**src/rtl/coh_pkg.sv**
```systemverilog
package coh_pkg;
    typedef enum logic [1:0] {
        LS_INV = 2'd0,
        LS_SHR = 2'd1,
        LS_DRT = 2'd2
    } line_state_e;

    typedef enum logic [1:0] {
        BOP_NONE  = 2'd0,
        BOP_READ  = 2'd1,
        BOP_READX = 2'd2,
        BOP_INVAL = 2'd3
    } bus_op_e;
endpackage

```
**src/rtl/coh_line_table.sv**
```systemverilog
module coh_line_table
    import coh_pkg::*;
#(
    parameter int LINES = 8,
    parameter int TAG_W = 8,
    localparam int IDX_W = $clog2(LINES)
) (
    input  logic             clk,
    input  logic             rst_n,
    input  logic [IDX_W-1:0] cpu_rd_idx,
    output line_state_e      cpu_rd_st,
    output logic [TAG_W-1:0] cpu_rd_tag,
    input  logic [IDX_W-1:0] snp_rd_idx,
    output line_state_e      snp_rd_st,
    output logic [TAG_W-1:0] snp_rd_tag,
    input  logic             cpu_we,
    input  logic [IDX_W-1:0] cpu_wr_idx,
    input  line_state_e      cpu_wr_st,
    input  logic [TAG_W-1:0] cpu_wr_tag,
    input  logic             snp_we,
    input  logic [IDX_W-1:0] snp_wr_idx,
    input  line_state_e      snp_wr_st
);
    typedef struct packed {
        logic [LINES-1:0][1:0]       st;
        logic [LINES-1:0][TAG_W-1:0] tag;
    } tbl_t;

    tbl_t tbl_d, tbl_q;

    always_comb begin
        tbl_d = tbl_q;
        if (cpu_we) begin
            tbl_d.st[cpu_wr_idx]  = cpu_wr_st;
            tbl_d.tag[cpu_wr_idx] = cpu_wr_tag;
        end
        if (snp_we) begin
            tbl_d.st[snp_wr_idx] = snp_wr_st;
        end
    end

    always_ff @(posedge clk or negedge rst_n) begin
        if (!rst_n) tbl_q <= '0;
        else        tbl_q <= tbl_d;
    end

    assign cpu_rd_st  = line_state_e'(tbl_q.st[cpu_rd_idx]);
    assign cpu_rd_tag = tbl_q.tag[cpu_rd_idx];
    assign snp_rd_st  = line_state_e'(tbl_q.st[snp_rd_idx]);
    assign snp_rd_tag = tbl_q.tag[snp_rd_idx];

    AST_PORT_DISJOINT: assert property (@(posedge clk) disable iff (!rst_n)
        (cpu_we && snp_we) |-> (cpu_wr_idx != snp_wr_idx));

    for (genvar g = 0; g < LINES; g++) begin : g_legal
        AST_STATE_LEGAL: assert property (@(posedge clk) disable iff (!rst_n)
            tbl_q.st[g] != 2'd3);
    end
endmodule

```
**src/rtl/coh_cpu_ctrl.sv**
```systemverilog
module coh_cpu_ctrl
    import coh_pkg::*;
#(
    parameter int TAG_W = 8
) (
    input  logic             clk,
    input  logic             rst_n,
    input  logic             cpu_req,
    input  logic             cpu_wr,
    input  logic [TAG_W-1:0] cpu_tag,
    input  line_state_e      cur_st,
    input  logic [TAG_W-1:0] cur_tag,
    input  logic             snoop_block,
    input  logic             bus_gnt,
    output logic             cpu_rdy,
    output logic             bus_req,
    output bus_op_e          bus_op,
    output logic             upd_we,
    output line_state_e      upd_st
);
    line_state_e eff_st;
    line_state_e nxt_st;
    bus_op_e     need_op;

    always_comb begin
        eff_st = (cur_st != LS_INV && cur_tag == cpu_tag) ? cur_st : LS_INV;
        need_op = BOP_NONE;
        nxt_st  = eff_st;
        if (!cpu_wr) begin
            if (eff_st == LS_INV) begin
                need_op = BOP_READ;
                nxt_st  = LS_SHR;
            end
        end else begin
            unique case (eff_st)
                LS_INV:  begin need_op = BOP_READX; nxt_st = LS_DRT; end
                LS_SHR:  begin need_op = BOP_INVAL; nxt_st = LS_DRT; end
                default: begin need_op = BOP_NONE;  nxt_st = LS_DRT; end
            endcase
        end

        cpu_rdy = 1'b0;
        bus_req = 1'b0;
        bus_op  = BOP_NONE;
        upd_we  = 1'b0;
        upd_st  = nxt_st;
        if (cpu_req && !snoop_block) begin
            if (need_op == BOP_NONE) begin
                cpu_rdy = 1'b1;
                upd_we  = 1'b1;
            end else begin
                bus_req = 1'b1;
                bus_op  = need_op;
                if (bus_gnt) begin
                    cpu_rdy = 1'b1;
                    upd_we  = 1'b1;
                end
            end
        end
    end

    AST_GRANT_BEFORE_DONE: assert property (@(posedge clk) disable iff (!rst_n)
        (cpu_rdy && bus_req) |-> bus_gnt);
    AST_RDY_NEEDS_REQ: assert property (@(posedge clk) disable iff (!rst_n)
        cpu_rdy |-> cpu_req);
endmodule

```
**src/rtl/coh_snoop_ctrl.sv**
```systemverilog
module coh_snoop_ctrl
    import coh_pkg::*;
#(
    parameter int TAG_W = 8
) (
    input  logic             clk,
    input  logic             rst_n,
    input  logic             snp_vld,
    input  bus_op_e          snp_op,
    input  logic [TAG_W-1:0] snp_tag,
    input  line_state_e      cur_st,
    input  logic [TAG_W-1:0] cur_tag,
    output logic             upd_we,
    output line_state_e      upd_st,
    output logic             supply
);
    logic hit;
    logic supply_d, supply_q;

    always_comb begin
        hit      = snp_vld && (cur_st != LS_INV) && (cur_tag == snp_tag);
        upd_we   = 1'b0;
        upd_st   = cur_st;
        supply_d = 1'b0;
        if (hit) begin
            unique case (snp_op)
                BOP_READ: begin
                    if (cur_st == LS_DRT) begin
                        upd_we   = 1'b1;
                        upd_st   = LS_SHR;
                        supply_d = 1'b1;
                    end
                end
                BOP_READX: begin
                    upd_we   = 1'b1;
                    upd_st   = LS_INV;
                    supply_d = (cur_st == LS_DRT);
                end
                BOP_INVAL: begin
                    upd_we = 1'b1;
                    upd_st = LS_INV;
                end
                default: ;
            endcase
        end
    end

    always_ff @(posedge clk or negedge rst_n) begin
        if (!rst_n) supply_q <= 1'b0;
        else        supply_q <= supply_d;
    end

    assign supply = supply_q;

    AST_SUPPLY_FROM_DIRTY: assert property (@(posedge clk) disable iff (!rst_n)
        supply_d |=> supply);
endmodule

```
**src/rtl/snoop_coh_ctrl.sv**
```systemverilog
module snoop_coh_ctrl
    import coh_pkg::*;
#(
    parameter int LINES = 8,
    parameter int TAG_W = 8,
    localparam int IDX_W = $clog2(LINES)
) (
    input  logic             clk,
    input  logic             rst_n,
    input  logic             cpu_req,
    input  logic             cpu_wr,
    input  logic [IDX_W-1:0] cpu_idx,
    input  logic [TAG_W-1:0] cpu_tag,
    output logic             cpu_rdy,
    output logic             bus_req,
    output logic [1:0]       bus_op,
    output logic [IDX_W-1:0] bus_idx,
    output logic [TAG_W-1:0] bus_tag,
    input  logic             bus_gnt,
    input  logic             snp_vld,
    input  logic [1:0]       snp_op,
    input  logic [IDX_W-1:0] snp_idx,
    input  logic [TAG_W-1:0] snp_tag,
    output logic             snp_supply
);
    line_state_e      c_st, s_st, c_upd_st, s_upd_st;
    logic [TAG_W-1:0] c_tag, s_tag;
    logic             c_we, s_we, block;
    bus_op_e          op_e;

    assign block = snp_vld && cpu_req && (snp_idx == cpu_idx);

    coh_line_table #(.LINES(LINES), .TAG_W(TAG_W)) u_tbl (
        .clk        (clk),
        .rst_n      (rst_n),
        .cpu_rd_idx (cpu_idx),
        .cpu_rd_st  (c_st),
        .cpu_rd_tag (c_tag),
        .snp_rd_idx (snp_idx),
        .snp_rd_st  (s_st),
        .snp_rd_tag (s_tag),
        .cpu_we     (c_we),
        .cpu_wr_idx (cpu_idx),
        .cpu_wr_st  (c_upd_st),
        .cpu_wr_tag (cpu_tag),
        .snp_we     (s_we),
        .snp_wr_idx (snp_idx),
        .snp_wr_st  (s_upd_st)
    );

    coh_cpu_ctrl #(.TAG_W(TAG_W)) u_cpu (
        .clk         (clk),
        .rst_n       (rst_n),
        .cpu_req     (cpu_req),
        .cpu_wr      (cpu_wr),
        .cpu_tag     (cpu_tag),
        .cur_st      (c_st),
        .cur_tag     (c_tag),
        .snoop_block (block),
        .bus_gnt     (bus_gnt),
        .cpu_rdy     (cpu_rdy),
        .bus_req     (bus_req),
        .bus_op      (op_e),
        .upd_we      (c_we),
        .upd_st      (c_upd_st)
    );

    coh_snoop_ctrl #(.TAG_W(TAG_W)) u_snp (
        .clk     (clk),
        .rst_n   (rst_n),
        .snp_vld (snp_vld),
        .snp_op  (bus_op_e'(snp_op)),
        .snp_tag (snp_tag),
        .cur_st  (s_st),
        .cur_tag (s_tag),
        .upd_we  (s_we),
        .upd_st  (s_upd_st),
        .supply  (snp_supply)
    );

    assign bus_op  = op_e;
    assign bus_idx = cpu_idx;
    assign bus_tag = cpu_tag;

    AST_SNOOP_WINS: assert property (@(posedge clk) disable iff (!rst_n)
        (snp_vld && cpu_req && snp_idx == cpu_idx) |-> (!cpu_rdy && !bus_req));
    AST_SUPPLY_AFTER_SNOOP: assert property (@(posedge clk) disable iff (!rst_n)
        snp_supply |-> $past(snp_vld && snp_op != 2'd0 && snp_op != 2'd3));
    AST_IDLE_NO_BUS: assert property (@(posedge clk) disable iff (!rst_n)
        !cpu_req |-> !bus_req);
    AST_STALL_HOLDS: assert property (@(posedge clk) disable iff (!rst_n)
        (bus_req && !bus_gnt && !snp_vld) |=> (!cpu_req || bus_req || snp_vld));
endmodule

```
**config.mk**
```make
export PLATFORM = sky130hd
export DESIGN_NAME = snoop_coh_ctrl
export DESIGN_NICKNAME = d
export VERILOG_FILES = /design/src/rtl/coh_pkg.sv /design/src/rtl/coh_line_table.sv /design/src/rtl/coh_cpu_ctrl.sv /design/src/rtl/coh_snoop_ctrl.sv /design/src/rtl/snoop_coh_ctrl.sv
export SDC_FILE = /design/constraint.sdc
export NUM_CORES = 1
export LEC_CHECK = 0
export BUFFER_PORTS_ARGS = -buffer_cell sky130_fd_sc_hd__buf_4
export CORE_MARGIN = 10
export CORE_UTILIZATION = 55
export DETAILED_ROUTE_END_ITERATION = 6
export GPL_TIMING_DRIVEN = 0
export PLACE_DENSITY = 0.74
export SLEW_MARGIN = 30
export SYNTH_ARGS = -nofsm -noshare
export SYNTH_HDL_FRONTEND = slang
export SYNTH_SLANG_ARGS = --single-unit
```
**constraint.sdc**
```tcl
create_clock -name clk -period 2.9 [get_ports clk]
set_input_delay 0 -clock clk [delete_from_list [all_inputs] [get_ports clk]]
set_output_delay 0 -clock clk [all_outputs]
set_load 0.05 [all_outputs]
```
==> results by stage <==
Synth:
- The share of the Yosys chip area taken by registers is 0.367.
- The number of synthesized register bits is 81.
- The synthesized-area fraction occupied by xor and xnor cells is 0.0222.
- The net count after synthesis is 540.
- During synthesis, Yosys emitted a total of 0 warnings.
- The share of synthesized area in the top cell type comes to 0.367.
- By area the synthesized netlist is led by sky130_fd_sc_hd__dfrtp_1, sky130_fd_sc_hd__mux2_2, sky130_fd_sc_hd__mux4_2.
- The compound-cell area share of the yosys netlist was 0.131.
- The number of enable-type register cells in the synthesized netlist is 0.
- The dominant synthesized flop cell is sky130_fd_sc_hd__dfrtp_1.
- The mean cell area of the mapped netlist is 10.9 µm².
- The share of flip-flops with an asynchronous set or reset is 1.00.
- The cell type with the largest total area after synthesis is sky130_fd_sc_hd__dfrtp_1.
- The synthesized-area fraction occupied by and/or/nand/nor cells is 0.116.
- The cell count after synthesis is 506.
- The netlist area before placement is 0.00553 mm².
- By count the netlist is led by sky130_fd_sc_hd__mux2_2, sky130_fd_sc_hd__dfrtp_1, sky130_fd_sc_hd__mux2i_1.
- Measured against the total synthesized area, the mux share comes to 0.293.
- The count of different cell masters after synthesis is 59.
- The most common cell in the synthesized netlist is sky130_fd_sc_hd__mux2_2.
- The adder-cell share of the synthesized area is 0.00906.
- After synthesis, the largest family of logic cells by area is multiplexers.

Clock network:
- The tree is rooted in a sky130_fd_sc_hd__clkbuf_8.
- TritonCTS created 9 clock buffers.
- In this run the deepest clock path goes through 2 buffers.
- TritonCTS built the clock tree.
- The clock net in this run drives a total of 81 sinks.
- For the worst-skew pair, the clock arrives at the later sink with an insertion delay of 380 ps.
- The register clock-pin slew on the reported worst setup and hold paths is 80 ps.
- The number of levels in the clock H-tree is 3.

Global routing:
- The first-pass GRT wire length is 25.8 mm.
- The initial antenna violation count is 0.
- The total congestion overflow is 0.
- The number of global-route vias before repair came to 4558.
- The maximum number of pins on one net before global-route repair is 82.
- For this run, the total global-route usage over all layers was measured as 0.230.

Route:
- For this block, the routed nets add up to 17.5 mm of wire.
- The remaining routing DRC violations is 15.
- The number of nets with antenna violations after detailed routing is 0.
- Dividing the detail-routed via count by the number of cells gives 6.75.
- After the first detailed-routing iteration, the DRC count stood at 403.
- The number of detailed-route iterations in the first pass is 7.
- The wire length per cell after detailed routing is 24.8 µm.
- The final route contains 4768 vias.

Critical path:
- Measured in cells, the most critical reg-to-reg path has a length of 10.
- The sort of element at the start of the critical path is a flop.
- The endpoint required time on the critical path is 3160 ps.
- The largest delay contributor family on the critical path is multiplexers.
- The largest stage delay on the critical path is 510 ps.
- The signal on the critical path passes through mux2i_1 > mux4_2 > and3b_1 > o211ai_1 > nor3_4 > buf_12 > a21oi_4 > nand2b_4 > buf_8 > mux2_2.
- The data arrival at the endpoint of the critical path is 3230 ps.
- The slack of the worst reg-to-reg path is -70 ps.
- The worst setup path category is reg -> reg.
- The slowest stage of the critical path belongs to the cell sky130_fd_sc_hd__mux4_2.
- The endpoint class of the critical path is a flop.
- The biggest fanout along the worst timing path is 8.
- The count of buffer and inverter cells on the critical path is 2.

Floorplan:
- The area of the die is 0.0145 mm².
- 46 I/O pins were placed.
- The initial core utilization is 0.565.
- In this run the core area contains 36 standard-cell rows.
- The floorplan step defined a core boundary enclosing 0.00977 mm².
- The die is 120 µm wide.
- The die span in y is 120 µm.

Timing:
- The final worst slack is -66.1 ps.
- For this run, the top clock speed supported by timing is 337 MHz.
- The final hold violation count came to 0.
- The number of pins with negative max-slew slack in the final report came to 0.
- On the final layout, the worst clock skew is 9.99 ps.
- The number of failing setup endpoints in the final timing report is 44.
- The total negative slack for setup checks is -1300 ps.
- Dividing the final minimum period by the clock period gives 1.02.
- Setup repair after global routing could not meet its margin everywhere.
- The tightest slew margin relative to the limit is 0.446.
- The time the worst path needs with I/O delays and setup is 2970 ps.
- The actual transition at the worst max-transition pin is 827 ps.

Finish:
- 0 antenna diodes ended up in the layout.
- The number of standard cells in the final layout excluding fillers is 706.
- In the final layout, the share of cells above drive strength 1 is 0.393.
- The share of the core filled with cells in the final layout is 0.668.
- Relative to the synthesized area, the layout overhead comes to 18.2%.
- The final design area excluding fillers is 0.00653 mm².
- The net total in the final layout is 603.

Pwr:
- Summed over all cells, the static leakage comes to 2.84 nW.
- The switching fraction of total power is 0.349.
- The ratio of total power to cell area is 551 mW/mm².
- Summed over all nets, the switching power comes to 1.26 mW.
- The worst-case IR drop observed on VDD is 0.408 mV.
- The sequential fraction of design power is 0.453.
- The share of power burned in the clock network is 0.203.
- The internal portion of the total power is 2.34 mW.
- The part of the power in combinational logic is 0.344.

Min path:
- The worst hold path begins at cpu_tag[5].
- The worst hold path was traced through 2 stages.
- The path category of the worst min-delay check is in -> reg.

Placement:
- Once placement completed, the tool counted placed cells totaling 671.
- The placer congestion estimate is 0.938.
- The HPWL after detailed placement is 11.8 mm.
- During placement, the flow inserted port buffers numbering 32.
- The cell area after placement is 0.00594 mm².

Status:
- The run finished, with violations left.
- The final reports fail on DRC, setup timing.

Job:
- The number of max-cap violations is 0.
## placed cells by master, fill, tap and decap left out, drive strengths merged, types with 4 or more instances in the layout
master	Yosys	layout
buf	42	93
mux2	83	83
dfrtp	81	81
mux2i	28	28
clkbuf	12	23
a21oi	20	20
nor3	19	19
mux4	18	18
inv	15	15
nand3	12	12
nand2b	12	12
a31oi	11	11
nor2	11	11
nand2	10	10
xor2	10	10
o21bai	8	8
o21ai	8	8
and3	7	7
o22ai	7	7
nand4	6	6
a221oi	6	6
o211ai	5	5
or3	5	5
nor2b	5	5
xnor2	4	4
o21a	4	4
o32ai	4	4
o32a	4	4
or4	4	4
ha	4	4
and2	4	4
## repair_timing
item	in CTS	in global routing
hold buffers	2	0
pin swaps	4	7
setup buffers	4	11
gates cloned	0	4
resized for setup	13	66
endpoints found under the hold margin	89	0
endpoints found under the setup margin	83	81
## cell type report
cell class	instances	area, µm²
inverter	15	56.3
timing repair buffer	53	462
clock inverter	3	18.8
tap	133	166
multi-input combinational	356	3320
fill	759	3240
sequential	81	2030
clock buffer	12	135
buffer	53	347
## worst max-delay path by stage
stage / cells past startpoint / start / end / slack, ps
2_1_floorplan: 9 / flop / bus_op[0] / 210
3_3_place_gp: 11 / cpu_idx[0] / flop / -600
3_5_place_dp: 11 / cpu_idx[0] / flop / -590
4_1_cts: 9 / flop / flop / -70
5_1_grt: 10 / flop / flop / -150
6_report: 10 / flop / flop / -70
## per-stage QoR
stage / power, mW / worst slack [ps] / hold WS [ps]
after detailed placement: 2.77 / -591 / 99.1
final: 3.60 / -66.1 / 139
after floorplan: 2.43 / 209 / -296
after global placement: 2.71 / -604 / 234
after global routing: 3.77 / -149 / 156
after CTS: 3.50 / -71.7 / 120
## kinds of logic (layout without fill, tap and decap cells)
group	after synthesis	in the layout
mux	129	129
simple gates	108	108
compound gates	101	101
flops	81	81
buf+inv	69	136
xor+xnor	14	14
fa+ha+maj	4	4
## per-layer routing
| metal | part of all wire | track usage | up-vias |
|---|---|---|---|
| met2 | 0.46 | 0.361 | 325 |
| met1 | 0.39 | 0.294 | 2352 |
| li1 | - | - | 2027 |
| met5 | 0 | 0 | - |
| met3 | 0.11 | 0.0544 | 64 |
| met4 | 0.036 | 0.107 | 0 |
## power by group through the flow
| stage | registers (mW) | clock network, mW | logic, mW |
|---|---|---|---|
| 5_1_grt | 1.67 | 0.782 | 1.32 |
| 4_1_cts | 1.62 | 0.732 | 1.15 |
| 6_report | 1.63 | 0.732 | 1.24 |
| 3_5_place_dp | 1.64 | 0 | 1.13 |
| 2_1_floorplan | 1.56 | 0 | 0.873 |
| 3_3_place_gp | 1.62 | 0 | 1.10 |
Note: power is estimated with default switching activity, not from simulation.
